<file path="config.mk">
export PLATFORM = sky130hd
export DESIGN_NAME = fuse_prog_guard
export DESIGN_NICKNAME = d
export VERILOG_FILES = /design/src/rtl/fpg_pkg.sv /design/src/rtl/fpg_sticky.sv /design/src/rtl/fpg_classify.sv /design/src/rtl/fpg_flags.sv /design/src/rtl/fuse_prog_guard.sv
export SDC_FILE = /design/constraint.sdc
export NUM_CORES = 1
export LEC_CHECK = 0
export BUFFER_PORTS_ARGS = -buffer_cell sky130_fd_sc_hd__buf_2
export CAP_MARGIN = 20
export CELL_PAD_IN_SITES_DETAIL_PLACEMENT = 1
export CELL_PAD_IN_SITES_GLOBAL_PLACEMENT = 2
export CORE_ASPECT_RATIO = 0.75
export CORE_MARGIN = 10
export CORE_UTILIZATION = 23
export CTS_CLUSTER_DIAMETER = 120
export DETAILED_ROUTE_END_ITERATION = 10
export PLACE_DENSITY_LB_ADDON = 0.1
export REMOVE_ABC_BUFFERS = 1
export SETUP_SLACK_MARGIN = 0.1
export SYNTH_ARGS = -nofsm -noshare
export SYNTH_HDL_FRONTEND = slang
export SYNTH_SLANG_ARGS = --single-unit
</file>
<file path="constraint.sdc">
create_clock -name clk -period 2.7 [get_ports clk]
set_clock_uncertainty 0.05 [all_clocks]
set_input_delay 0.27 -clock clk [delete_from_list [all_inputs] [get_ports clk]]
set_output_delay 0.27 -clock clk [all_outputs]
set_load 0.01 [all_outputs]
</file>
<file path="src/rtl/fpg_pkg.sv">
package fpg_pkg;

    localparam int ADDR_W = 17;
    localparam int PAGE_W = 4;
    localparam int ROW_W  = 8;
    localparam int COL_W  = 5;
    localparam int OFS_W  = ROW_W + COL_W;

    typedef enum logic [1:0] {
        V_ALLOW  = 2'd0,
        V_DENY   = 2'd1,
        V_LOOKUP = 2'd2
    } verdict_t;

    typedef enum logic [2:0] {
        S_IDLE     = 3'd0,
        S_CLASSIFY = 3'd1,
        S_LOOKUP   = 3'd2,
        S_CHECK    = 3'd3,
        S_PROGRAM  = 3'd4,
        S_FINISH   = 3'd5
    } state_t;

    typedef struct packed {
        logic             hit;
        logic [COL_W-1:0] col;
    } guard_t;

    // Page-0 row to guard-column map.
    function automatic guard_t row_guard(input logic [ROW_W-1:0] row);
        guard_t g;
        g.hit = 1'b1;
        g.col = '0;
        if (row == 8'd4)                 g.col = 5'd31;
        else if (row == 8'd37)           g.col = 5'd28;
        else if (row inside {[8:11]})    g.col = 5'd27;
        else if (row inside {[12:19]})   g.col = 5'd11;
        else if (row inside {[20:27]})   g.col = 5'd13;
        else if (row inside {[28:35]})   g.col = 5'd15;
        else if (row inside {[64:71]})   g.col = 5'd6;
        else if (row inside {[72:79]})   g.col = 5'd7;
        else if (row inside {[80:87]})   g.col = 5'd8;
        else                             g.hit = 1'b0;
        return g;
    endfunction

endpackage

</file>
<file path="src/rtl/fpg_sticky.sv">
module fpg_sticky (
    input  logic        clk,
    input  logic        rst_n,
    input  logic        wr,
    input  logic [31:0] wdata,
    output logic        q
);
    logic unused_hi;
    assign unused_hi = ^wdata[31:1];

    always_ff @(posedge clk or negedge rst_n) begin
        if (!rst_n)
            q <= 1'b0;
        else if (wr)
            q <= q | wdata[0];
    end
endmodule

</file>
<file path="src/rtl/fpg_classify.sv">
module fpg_classify
    import fpg_pkg::*;
#(
    parameter int GUARD_PAGE  = 0,
    parameter int ZONE_PAGE   = 2,
    parameter int ZONE_FIRST  = 129 * 32,
    parameter int ZONE_LAST   = 255 * 32 + 27,
    parameter int ZONE_COL    = 16,
    parameter int STICKY_LO   = 44,
    parameter int STICKY_HI   = 51
) (
    input  logic [ADDR_W-1:0] addr,
    input  logic              prog_en,
    input  logic              sticky,
    output verdict_t          verdict,
    output logic [COL_W-1:0]  guard_col
);
    localparam logic [PAGE_W-1:0] PG_G  = PAGE_W'(GUARD_PAGE);
    localparam logic [PAGE_W-1:0] PG_Z  = PAGE_W'(ZONE_PAGE);
    localparam logic [OFS_W-1:0]  Z_LO  = OFS_W'(ZONE_FIRST);
    localparam logic [OFS_W-1:0]  Z_HI  = OFS_W'(ZONE_LAST);
    localparam logic [ROW_W-1:0]  S_LO  = ROW_W'(STICKY_LO);
    localparam logic [ROW_W-1:0]  S_HI  = ROW_W'(STICKY_HI);

    logic [PAGE_W-1:0] page;
    logic [ROW_W-1:0]  row;
    logic [OFS_W-1:0]  ofs;
    guard_t            g;

    assign page = addr[ADDR_W-1 -: PAGE_W];
    assign row  = addr[COL_W +: ROW_W];
    assign ofs  = addr[OFS_W-1:0];
    assign g    = row_guard(row);

    always_comb begin
        verdict   = V_ALLOW;
        guard_col = '0;
        if (!prog_en) begin
            verdict = V_DENY;
        end else if (page == PG_G) begin
            if (sticky && row >= S_LO && row <= S_HI) begin
                verdict = V_DENY;
            end else if (g.hit) begin
                verdict   = V_LOOKUP;
                guard_col = g.col;
            end
        end else if (page == PG_Z) begin
            if (ofs >= Z_LO && ofs <= Z_HI) begin
                verdict   = V_LOOKUP;
                guard_col = COL_W'(ZONE_COL);
            end
        end
    end
endmodule

</file>
<file path="src/rtl/fpg_flags.sv">
module fpg_flags (
    input  logic       clk,
    input  logic       rst_n,
    input  logic       post,
    input  logic       post_err,
    input  logic [1:0] clr,
    output logic       done,
    output logic       err
);
    always_ff @(posedge clk or negedge rst_n) begin
        if (!rst_n) begin
            done <= 1'b0;
            err  <= 1'b0;
        end else begin
            done <= post | (done & ~clr[0]);
            err  <= (post & post_err) | (err & ~clr[1]);
        end
    end
endmodule

</file>
<file path="src/rtl/fuse_prog_guard.sv">
module fuse_prog_guard
    import fpg_pkg::*;
#(
    parameter int GUARD_ROW = 43,
    parameter int ZONE_PAGE = 2
) (
    input  logic              clk,
    input  logic              rst_n,
    input  logic              cfg_prog_en,
    input  logic              lock_wr,
    input  logic [31:0]       lock_wdata,
    output logic              lock_q,
    input  logic              req_valid,
    input  logic [ADDR_W-1:0] req_addr,
    output logic              busy,
    output logic              lk_req,
    output logic [ADDR_W-1:0] lk_addr,
    input  logic              lk_bit,
    output logic              set_valid,
    output logic [ADDR_W-1:0] set_addr,
    input  logic              set_fail,
    input  logic [1:0]        flag_clr,
    output logic              done_flag,
    output logic              err_flag
);
    localparam logic [ROW_W-1:0] G_ROW = ROW_W'(GUARD_ROW);

    state_t            state, state_n;
    verdict_t          verdict;
    logic [COL_W-1:0]  guard_col;
    logic [ADDR_W-1:0] addr_q;
    logic [COL_W-1:0]  col_q;
    logic              err_q;
    logic              finishing;

    fpg_sticky u_sticky (
        .clk   (clk),
        .rst_n (rst_n),
        .wr    (lock_wr),
        .wdata (lock_wdata),
        .q     (lock_q)
    );

    fpg_classify #(.ZONE_PAGE(ZONE_PAGE)) u_classify (
        .addr      (addr_q),
        .prog_en   (cfg_prog_en),
        .sticky    (lock_q),
        .verdict   (verdict),
        .guard_col (guard_col)
    );

    fpg_flags u_flags (
        .clk      (clk),
        .rst_n    (rst_n),
        .post     (finishing),
        .post_err (err_q),
        .clr      (flag_clr),
        .done     (done_flag),
        .err      (err_flag)
    );

    // State register
    always_ff @(posedge clk or negedge rst_n) begin
        if (!rst_n)
            state <= S_IDLE;
        else
            state <= state_n;
    end

    // Transitions
    always_comb begin
        state_n = state;
        unique case (state)
            S_IDLE:     if (req_valid) state_n = S_CLASSIFY;
            S_CLASSIFY: begin
                unique case (verdict)
                    V_DENY:   state_n = S_FINISH;
                    V_LOOKUP: state_n = S_LOOKUP;
                    default:  state_n = S_PROGRAM;
                endcase
            end
            S_LOOKUP:   state_n = S_CHECK;
            S_CHECK:    state_n = lk_bit ? S_FINISH : S_PROGRAM;
            S_PROGRAM:  state_n = S_FINISH;
            S_FINISH:   state_n = S_IDLE;
            default:    state_n = S_IDLE;
        endcase
    end

    // Outputs decoded from the state
    always_comb begin
        busy      = (state != S_IDLE);
        lk_req    = (state == S_LOOKUP);
        set_valid = (state == S_PROGRAM);
        finishing = (state == S_FINISH);
        lk_addr   = {PAGE_W'(0), G_ROW, col_q};
        set_addr  = addr_q;
    end

    // Request datapath
    always_ff @(posedge clk or negedge rst_n) begin
        if (!rst_n) begin
            addr_q <= '0;
            col_q  <= '0;
            err_q  <= 1'b0;
        end else begin
            unique case (state)
                S_IDLE: if (req_valid) begin
                    addr_q <= req_addr;
                    err_q  <= 1'b0;
                end
                S_CLASSIFY: begin
                    col_q <= guard_col;
                    if (verdict == V_DENY) err_q <= 1'b1;
                end
                S_CHECK:   if (lk_bit) err_q <= 1'b1;
                S_PROGRAM: if (set_fail) err_q <= 1'b1;
                default: ;
            endcase
        end
    end
endmodule

</file>
## Word level (Yosys, flattened, before mapping)

Cells that the tools add are included.

- Flip-flop bits (word level): 29
- Input port bits: 58
- Output and inout port bits: 40
- Logic and storage cells: 102

- Order comparisons: 18
- Eq/ne operators: 14
- Multiplexer cells: 39
- Bitwise operators: 8
- Reduce and logical (&&, ||, !) cells: 16

Operators by type and width:

| cell | count |
|---|---|
| two-way mux 5 bit | 14 |
| >= comparator 8 x 7 -> 1 bit (second input constant) | 3 |
| less-or-equal comparator 8 x 7 -> 1 bit (second input constant) | 3 |
| >= comparator 8 x 4 -> 1 bit (second input constant) | 2 |
| >= comparator 8 x 5 -> 1 bit (second input constant) | 2 |
| less-or-equal comparator 8 x 5 -> 1 bit (second input constant) | 2 |
| less-or-equal comparator 8 x 6 -> 1 bit (second input constant) | 2 |
| case mux 3 bit (5 select lines) | 1 |
| two-way mux 1 bit | 14 |
| >= comparator 13 bit (second input constant) | 1 |
| less-or-equal comparator 13 bit (second input constant) | 1 |
| two-way mux 2 bit | 6 |
| logical AND 1 bit | 10 |
| equality test 8 x 3 -> 1 bit (second input constant) | 1 |
| equality test 8 x 6 -> 1 bit (second input constant) | 1 |
| >= comparator 8 x 6 -> 1 bit (second input constant) | 1 |
| less-or-equal comparator 8 x 4 -> 1 bit (second input constant) | 1 |
| equality test 3 x 2 -> 1 bit (second input constant) | 2 |
| equality test 3 bit (second input constant) | 2 |
| inequality test 2 bit (second input constant) | 3 |
| case mux 3 bit (2 select lines) | 1 |
| AND reduction 5 bit | 1 |
| equality test 4 x 2 -> 1 bit (second input constant) | 1 |
| logical NOT 4 bit | 1 |
| 14 further kinds | 19 |

## Longest topological paths before layout

Gate-level depths: netlist of the first run.

- Word-level depth: 18
- Depth in mapped cells: 7
- Gate-level depth less buffers: 5

## Cells and area by module

Synthesis of the first run repeated with hierarchy kept, for this count alone.

- Cells, all modules: 168
- Area total of the unflattened synthesis: 1826.8 sq um

By module, submodules not included:

| module | instances | cells an instance | area each (sq um) | sequential area each (sq um) |
|---|---|---|---|---|
| fuse_prog_guard | 1 | 93 | 1242.4 | 650.6 |
| fpg_classify | 1 | 66 | 478.0 | 0.0 |
| fpg_flags | 1 | 7 | 73.8 | 50.0 |
| fpg_sticky | 1 | 2 | 32.5 | 25.0 |

## Worst setup path after synthesis of the first run

OpenSTA, ideal clock, no wires.

- Kind: reg2reg
- From: register addr_q[8] (netlist: set_addr[8])
- To: register state[2]
- Library setup time: 120 ps
- Data arrival time: 2025 ps
- Required time: 2530 ps
- Setup slack: 505 ps
- Stages on the path, launching flop included: 7
- Path buffers: 1
- Period minus slack after synthesis: 2195 ps
- Cells stage by stage: dfrtp_1 -> clkbuf_1 -> nor4b_1 -> a221o_1 -> nor4_2 -> or4b_1 -> a31o_1

- Longest elaborated chain between the ends: 18
- Elaborated cells between the ends (all ways): 49
- Classes of those cells: order compare: 18; eq/ne: 4; mux: 17; reduce/logical: 10

Ends and longest elaborated chain:

| what | RTL line | source |
|---|---|---|
| from (decl) | fuse_prog_guard.sv:31 | `logic [ADDR_W-1:0] addr_q;` |
| from (signal assigned) | fuse_prog_guard.sv:109 | `addr_q <= req_addr;` |
| >= comparator 8 x 7 -> 1 bit or less-or-equal comparator 8 x 7 -> 1 bit (tied branches) | fpg_pkg.sv:42 | `else if (row inside {[80:87]}) g.col = 5'd8;` |
| logical AND 1 bit | fpg_pkg.sv:42 |  |
| two-way mux 1 bit | fpg_pkg.sv:42 |  |
| two-way mux 1 bit | fpg_pkg.sv:41 | `else if (row inside {[72:79]}) g.col = 5'd7;` |
| two-way mux 1 bit | fpg_pkg.sv:40 | `else if (row inside {[64:71]}) g.col = 5'd6;` |
| two-way mux 1 bit | fpg_pkg.sv:39 | `else if (row inside {[28:35]}) g.col = 5'd15;` |
| two-way mux 1 bit | fpg_pkg.sv:38 | `else if (row inside {[20:27]}) g.col = 5'd13;` |
| two-way mux 1 bit | fpg_pkg.sv:37 | `else if (row inside {[12:19]}) g.col = 5'd11;` |
| [... 2 more ...] | n/a |  |
| two-way mux 1 bit | fpg_pkg.sv:34 | `if (row == 8'd4) g.col = 5'd31;` |
| two-way mux 2 bit | fpg_classify.sv:43 | `end else if (g.hit) begin` |
| two-way mux 2 bit | fpg_classify.sv:41 | `if (sticky && row >= S_LO && row <= S_HI) begin` |
| two-way mux 2 bit * | fpg_classify.sv:40 | `end else if (page == PG_G) begin` |
| two-way mux 2 bit * | fpg_classify.sv:38 | `if (!prog_en) begin` |
| equality test 2 bit or equality test 2 x 1 -> 1 bit (tied branches) | fuse_prog_guard.sv:76 | `unique case (verdict)` |
| case mux 3 bit (2 select lines) * | fuse_prog_guard.sv:76 |  |
| case mux 3 bit (5 select lines) * | fuse_prog_guard.sv:73 | `unique case (state)` |
| to (signal assigned) | fuse_prog_guard.sv:67 | `state <= state_n;` |
| to (decl) | fuse_prog_guard.sv:28 | `state_t state, state_n;` |

Mark *: on every way between the ends. The rest lies on a longest branch, timed or not.
A chain may end at the register's enable or synchronous reset.

## Worst setup path after layout of the first run

Same ends and word-level chain as after synthesis.

==> results of run 1 <==
==> state kept, by name, summed over array words and instances, names as in the netlist <==
signal,flops
col_q,5
err_q,1
set_addr,17
state,3
u_flags.done,1
u_flags.err,1
u_sticky.q,1
==> power groups by stage <==
stage          sequential, mW  clock, mW  combinational, mW
5_1_grt                 0.848      0.517               1.26
2_1_floorplan           0.909          0              0.562
3_3_place_gp            0.803          0               1.12
3_5_place_dp            0.821          0               1.14
6_report                0.809      0.476               1.12
4_1_cts                 0.816      0.490               1.14
==> cells by family after synthesis <==
| kind of cell | share of synthesized area, % |
|---|---|
| DFF | 45.7 |
| muxes | 10.6 |
| buffers and inverters | 9.69 |
| xor gates and xnor gates | 1.10 |
| and+or+nand+nor | 18.6 |
| other | 0.473 |
| AOI/OAI and AO/OA | 13.8 |
==> area by class of cell <==
| type | count | area (um2) | area share, % |
|---|---|---|---|
| Multi-Input combinational cell | 110 | 746 | 36.3 |
| Clock inverter | 2 | 37.5 | 1.83 |
| Timing Repair Buffer | 61 | 325 | 15.8 |
| Sequential cell | 29 | 726 | 35.3 |
| Inverter | 9 | 33.8 | 1.64 |
| Clock buffer | 6 | 82.6 | 4.02 |
| Tap cell | 84 | 105 | 5.11 |
==> per-layer routing <==
layer | share of wire [%] | wire, um
met1 | 45 | 2240
met2 | 44 | 2180
met3 | 9.6 | 475
met5 | 0 | 0
met4 | 1.0 | 51
==> cell usage in the layout (no fill, tap or decap), drive strengths merged, types with 2 or more instances in the layout <==
master  count
nand2b      3
nand4       2
a311oi      3
o31ai       3
conb       12
o21a        2
or4b        2
nor4        4
nor3        5
buf        60
o21ai       9
nand3b      2
mux2       15
nor2b       3
nand3       2
a22oi       2
dfrtp      29
nor2       11
nor4b       3
clkbuf      6
inv         9
nand2      11
xor2        2
==> cells in the mapped netlist <==
master	number
a22oi_1	2
nor2b_1	3
or4b_1	1
a311oi_1	3
o21a_1	2
nor4_1	2
xor2_1	2
conb_1	2
mux2_2	15
or4_1	1
o31a_1	1
o22ai_1	1
a31o_1	1
nor2_1	11
or4b_4	1
nor3_1	5
a21o_1	1
dfrtp_1	29
nand4_1	2
nand2b_1	3
nand2_1	11
inv_1	9
nor4b_1	3
a221o_1	1
nand3_1	2
a41oi_1	1
o41ai_1	1
buf_4	12
a21boi_0	1
o21ai_0	9
clkbuf_1	7
a31oi_1	1
o31ai_1	3
nor4_4	1
a21oi_1	1
or3b_2	1
a221oi_1	1
nor4_2	1
a2bb2oi_1	1
nand3b_1	2
buf_1	1
==> per-stage QoR <==
stage / instances / instance area, um2 / hold WS (ns)
floorplan: 148 / 1510 / -0.0756
global placement: 292 / 1930 / 0.285
detailed placement: 292 / 1930 / 0.302
CTS: 301 / 2060 / 0.110
global route: 301 / 2060 / 0.116
finish: 301 / 2060 / 0.112
==> critical path, delay by kind of cell, from the launching register on <==
family	cells	cell delay (ns)
flip-flops	1	0.52
AO/OA/AOI/OAI	2	0.54
AND/OR/NAND/NOR	3	1.17
==> worst min-delay path by stage <==
stage / startpoint / endpoint / slack, ns
3_5_place_dp: rst_n / state[2]$_DFFE_PN0P_ / 0.30
2_1_floorplan: rst_n / col_q[0]$_DFFE_PN0P_ / -0.08
3_3_place_gp: rst_n / state[2]$_DFFE_PN0P_ / 0.29
5_1_grt: flag_clr[0] / u_flags.done$_DFF_PN0_ / 0.12
4_1_cts: flag_clr[1] / u_flags.err$_DFF_PN0_ / 0.11
6_report: flag_clr[1] / u_flags.err$_DFF_PN0_ / 0.11
==> repair_timing <==
| item | in CTS | in global routing |
|---|---|---|
| endpoints found under the hold margin | 23 | 0 |
| hold buffers | 1 | 0 |
| endpoints found under the setup margin | 0 | 0 |
==> flow_summary.yaml, run 1 <==
global_routing:
  grtUsageMet1_pct: 11.2
  gr-total-overflow: 0
  grt_max_degree: 30
  grt_use_met2_pct: 14.5
  busiest_layer: "met2"
  antenna_found_initial: 0
  grt_pass1_vias: 1546
  grt_use_total_pct: 9.40
  grt_util_met3_pct: 4.75
  grt_pass1_wl_mm: 7.96
route:
  drtIter0Drc: 25
  drc: 0
  ant_nets: 0
  post_drt_wl_per_cell_um: 16.4
  via_count: 1401
  firstDrtPassIters: 4
  via_per_inst: 4.65
  routed_wl_mm: 4.95
critical_path:
  r2r_start: "set_addr[8]$_DFFE_PN0P_"
  cp-end-kind: "flop"
  startpoint_type: "flop"
  cp_max_fo: 12
  endpoint: "state[2]$_DFFE_PN0P_"
  cp.arrival_ns: 2.51
  criticalPathCategory: "reg -> reg"
  rr_worst_depth: 5
  r2r_end: "state[2]$_DFFE_PN0P_"
  cp_slowest_cell: "nor4b_1"
  path_cells: "nor4b_1, a221o_1, nor4_2, or4b_1, a31o_1"
  cp_slowest_stage_delay_ns: 0.61
  reg2reg_slack_ns: 0.30
  required_ns: 2.81
  crit_path_start: "set_addr[8]$_DFFE_PN0P_"
layout:
  finalNetCount: 274
  diodes: 0
  n_fill_cell: 809
  finish.utilization_pct: 30.4
  area_growth_pct: 29.5
  drive_gt1_share_pct: 40.1
floorplanning:
  core_region_area_um2: 6770
  dieArea_um2: 10700
  initial_core_util_pct: 23.5
  die_h_um: 92.0
  std_cell_rows: 26
  die_w_um: 116
  ioPinCount: 98
job:
  drv_cap: 0
logic_synthesis:
  synthTopCellsByArea: "dfrtp_1 46%, mux2_2 11%, buf_4 5.7%"
  netlist_instances: 158
  synth_top_area_cell: "dfrtp_1"
  seq_area_frac_synth_pct: 45.7
  synth_area_um2: 1590
  yosysWarnings: 0
  ys_types: 41
  ys_ff_latch: 29
  netlist.area_leader.share_pct: 45.7
  synth_area_per_cell_um2: 10.0
sta:
  tns_ns: 0
  rsz0062_at_grt: "false"
  fmax_ghz: 0.417
  fin_crit_sh_pct: 88.9
  finalWorstSetupSlack_ns: 0.300
  finalMaxSlewViolations: 0
  worstMarginPinSlew_ns: 0.666
  timing.slew.headroom_pct: 55.6
  finalHoldViolations: 0
  min_period_ns: 2.40
  finalSetupViolations: 0
status:
  run_status: "finished clean"
place:
  dp_hpwl_mm: 3.94
  pre_cts_ws_ns: 0.288
  place_congestion: 0.739
  numPortBuffers: 54
clocking:
  cts_tree: "yes"
  cts.clk_slew.worst_paths_ns: 0.07
  h-tree-depth: 2
  cts_max_path_buffers: 2
  cts_root_buf: "clkbuf_8"
  clkSinkCount: 29
  cts_setup_buffers: 0
  numCtsBuffers: 5
  clk_latency_ns: 0.28
  cts_resized: 0
power:
  switching_share_pct: 41.2
  clkPwrFrac_pct: 19.8
  power_switching_mw: 0.990
  p_int_mw: 1.41
  pwr-share-seq_pct: 33.7
  p_per_area_nw_per_um2: 1170
  irDropWorstVdd_mv: 0.343
  p_total_mw: 2.40
  p_comb_share_pct: 46.5
  leakagePower_nw: 0.956
worst_hold_path:
  hp-class: "in -> reg"
  holdPathStages: 2
Power figures use the tool's default switching activity.
==> run 2: changes to the inputs <==
PLACE_DENSITY = 0.84   (was unset)
PLACE_DENSITY_LB_ADDON = unset   (was 0.1)
==> flow_summary.yaml, run 2 (synthesis gave the netlist of run 1 again) <==
layout:
  fin_cells: 303
  multi_input_area_um2: 746
  largest_reg_flops: 17
  post-route-cell-area_um2: 2050
  final_common_cell: "buf_2"
  finalNetCount: 276
  n_fill_cell: 808
  final_cell_mix: "54 x buf_2, 29 x dfrtp_1, 15 x mux2_2"
  drive_gt1_share_pct: 40.6
  area_growth_pct: 29.2
  finish.utilization_pct: 30.3
  diodes: 0
  seqCellArea_um2: 726
clocking:
  cts_max_path_buffers: 2
  cts_tree: "yes"
  cts_resized: 0
  h-tree-depth: 2
  clk_latency_ns: 0.29
  cts.clk_slew.worst_paths_ns: 0.07
  numCtsBuffers: 5
  cts_root_buf: "clkbuf_8"
  clkSinkCount: 29
sta:
  min_period_ns: 2.25
  rsz0062_at_grt: "false"
  fmax_ghz: 0.445
  finalMaxSlewViolations: 0
  fin_crit_sh_pct: 83.3
  finalHoldViolations: 0
  tns_ns: 0
  timing.slew.headroom_pct: 54.4
  worstMarginPinSlew_ns: 0.684
  finalSetupViolations: 0
  finalWorstSetupSlack_ns: 0.451
floorplanning:
  ioPinCount: 98
  die_w_um: 116
  die_h_um: 92.0
  dieArea_um2: 10700
  core_region_area_um2: 6770
  initial_core_util_pct: 23.5
  std_cell_rows: 26
route:
  post_drt_wl_per_cell_um: 15.9
  routed_wl_mm: 4.81
  ant_nets: 0
  drtIter0Drc: 43
  via_count: 1376
  firstDrtPassIters: 4
  via_per_inst: 4.54
  drc: 0
status:
  run_status: "finished clean"
power:
  p_per_area_nw_per_um2: 1140
  irDropWorstVdd_mv: 0.467
  leakagePower_nw: 0.963
critical_path:
  cp_slowest_stage_delay_ns: 0.52
  cp-end-kind: "flop"
  startpoint_type: "flop"
  cp_top_family: "simple AND/OR/NAND/NOR gates"
  criticalPathCategory: "reg -> reg"
  rr_worst_depth: 5
  cp_slowest_cell: "or4b_4"
  cp.arrival_ns: 2.37
  cp.depth: 5
  path_cells: "or4b_4, nor4_4, nor4_2, or4b_1, a31o_1"
  required_ns: 2.82
  path_buf_inv: 0
  cp_max_fo: 8
global_routing:
  grt_pass1_wl_mm: 7.92
  gr-total-overflow: 0
  grt_pass1_vias: 1543
  antenna_found_initial: 0
  grt_max_degree: 30
  grt_use_total_pct: 9.31
place:
  numPortBuffers: 54
  dp_hpwl_mm: 3.75
  post_dp_cell_area_um2: 1940
  dp.cells: 294
  pre_cts_ws_ns: 0.459
  place_congestion: 0.742
job:
  drv_cap: 0
worst_hold_path:
  holdPathStages: 2
  hp-class: "in -> reg"
## run 2: final timing paths
check	from	to	slack [ns]
min reg2reg	col_q[3]$_DFFE_PN0P_	col_q[3]$_DFFE_PN0P_	0.42
max in group asynchronous	rst_n	set_addr[4]$_DFFE_PN0P_	1.64
max reg2reg	set_addr[7]$_DFFE_PN0P_	state[2]$_DFFE_PN0P_	0.45
min	flag_clr[0]	u_flags.done$_DFF_PN0_	0.11
min in group asynchronous	rst_n	set_addr[13]$_DFFE_PN0P_	0.52
max	set_addr[7]$_DFFE_PN0P_	state[2]$_DFFE_PN0P_	0.45
## run 2: repair_timing
action                                 CTS  global route
setup endpoints to repair                0             0
endpoints found under the hold margin   23             0
setup buffers                            0             0
hold buffers                             1             0
## run 2: final cells by class
class | count | area share, %
Clock inverter | 1 | 0.244
Clock buffer | 7 | 4.70
Multi-Input combinational cell | 110 | 36.3
Sequential cell | 29 | 35.4
Tap cell | 84 | 5.12
Timing Repair Buffer | 63 | 16.6
Inverter | 9 | 1.65
## run 2: routing by layer
metal / routed length, um / part of all wire, % / vias up / track usage [%]
li1: - / - / 661 / -
met1: 2180 / 45 / 666 / 11.8
met2: 2140 / 44 / 42 / 13.5
met3: 442 / 9.2 / 7 / 4.43
met4: 53 / 1.1 / 0 / 3.12
met5: 0 / 0 / - / 0
## run 2: per-stage QoR
step                hold slack [ns]  total power, mW
finish                        0.114             2.35
global route                  0.112             2.55
CTS                           0.111             2.39
detailed placement            0.303             1.98
global placement              0.293             1.93
floorplan                   -0.0756             1.47
## run 2: power breakdown
group / switching, mW / internal, mW / total [mW] / leakage [nW]
Clock: 0.171 / 0.230 / 0.401 / 0.0542
Sequential: 0.177 / 0.614 / 0.791 / 0.354
Combinational: 0.640 / 0.514 / 1.15 / 0.555
Total: 0.988 / 1.36 / 2.35 / 0.963
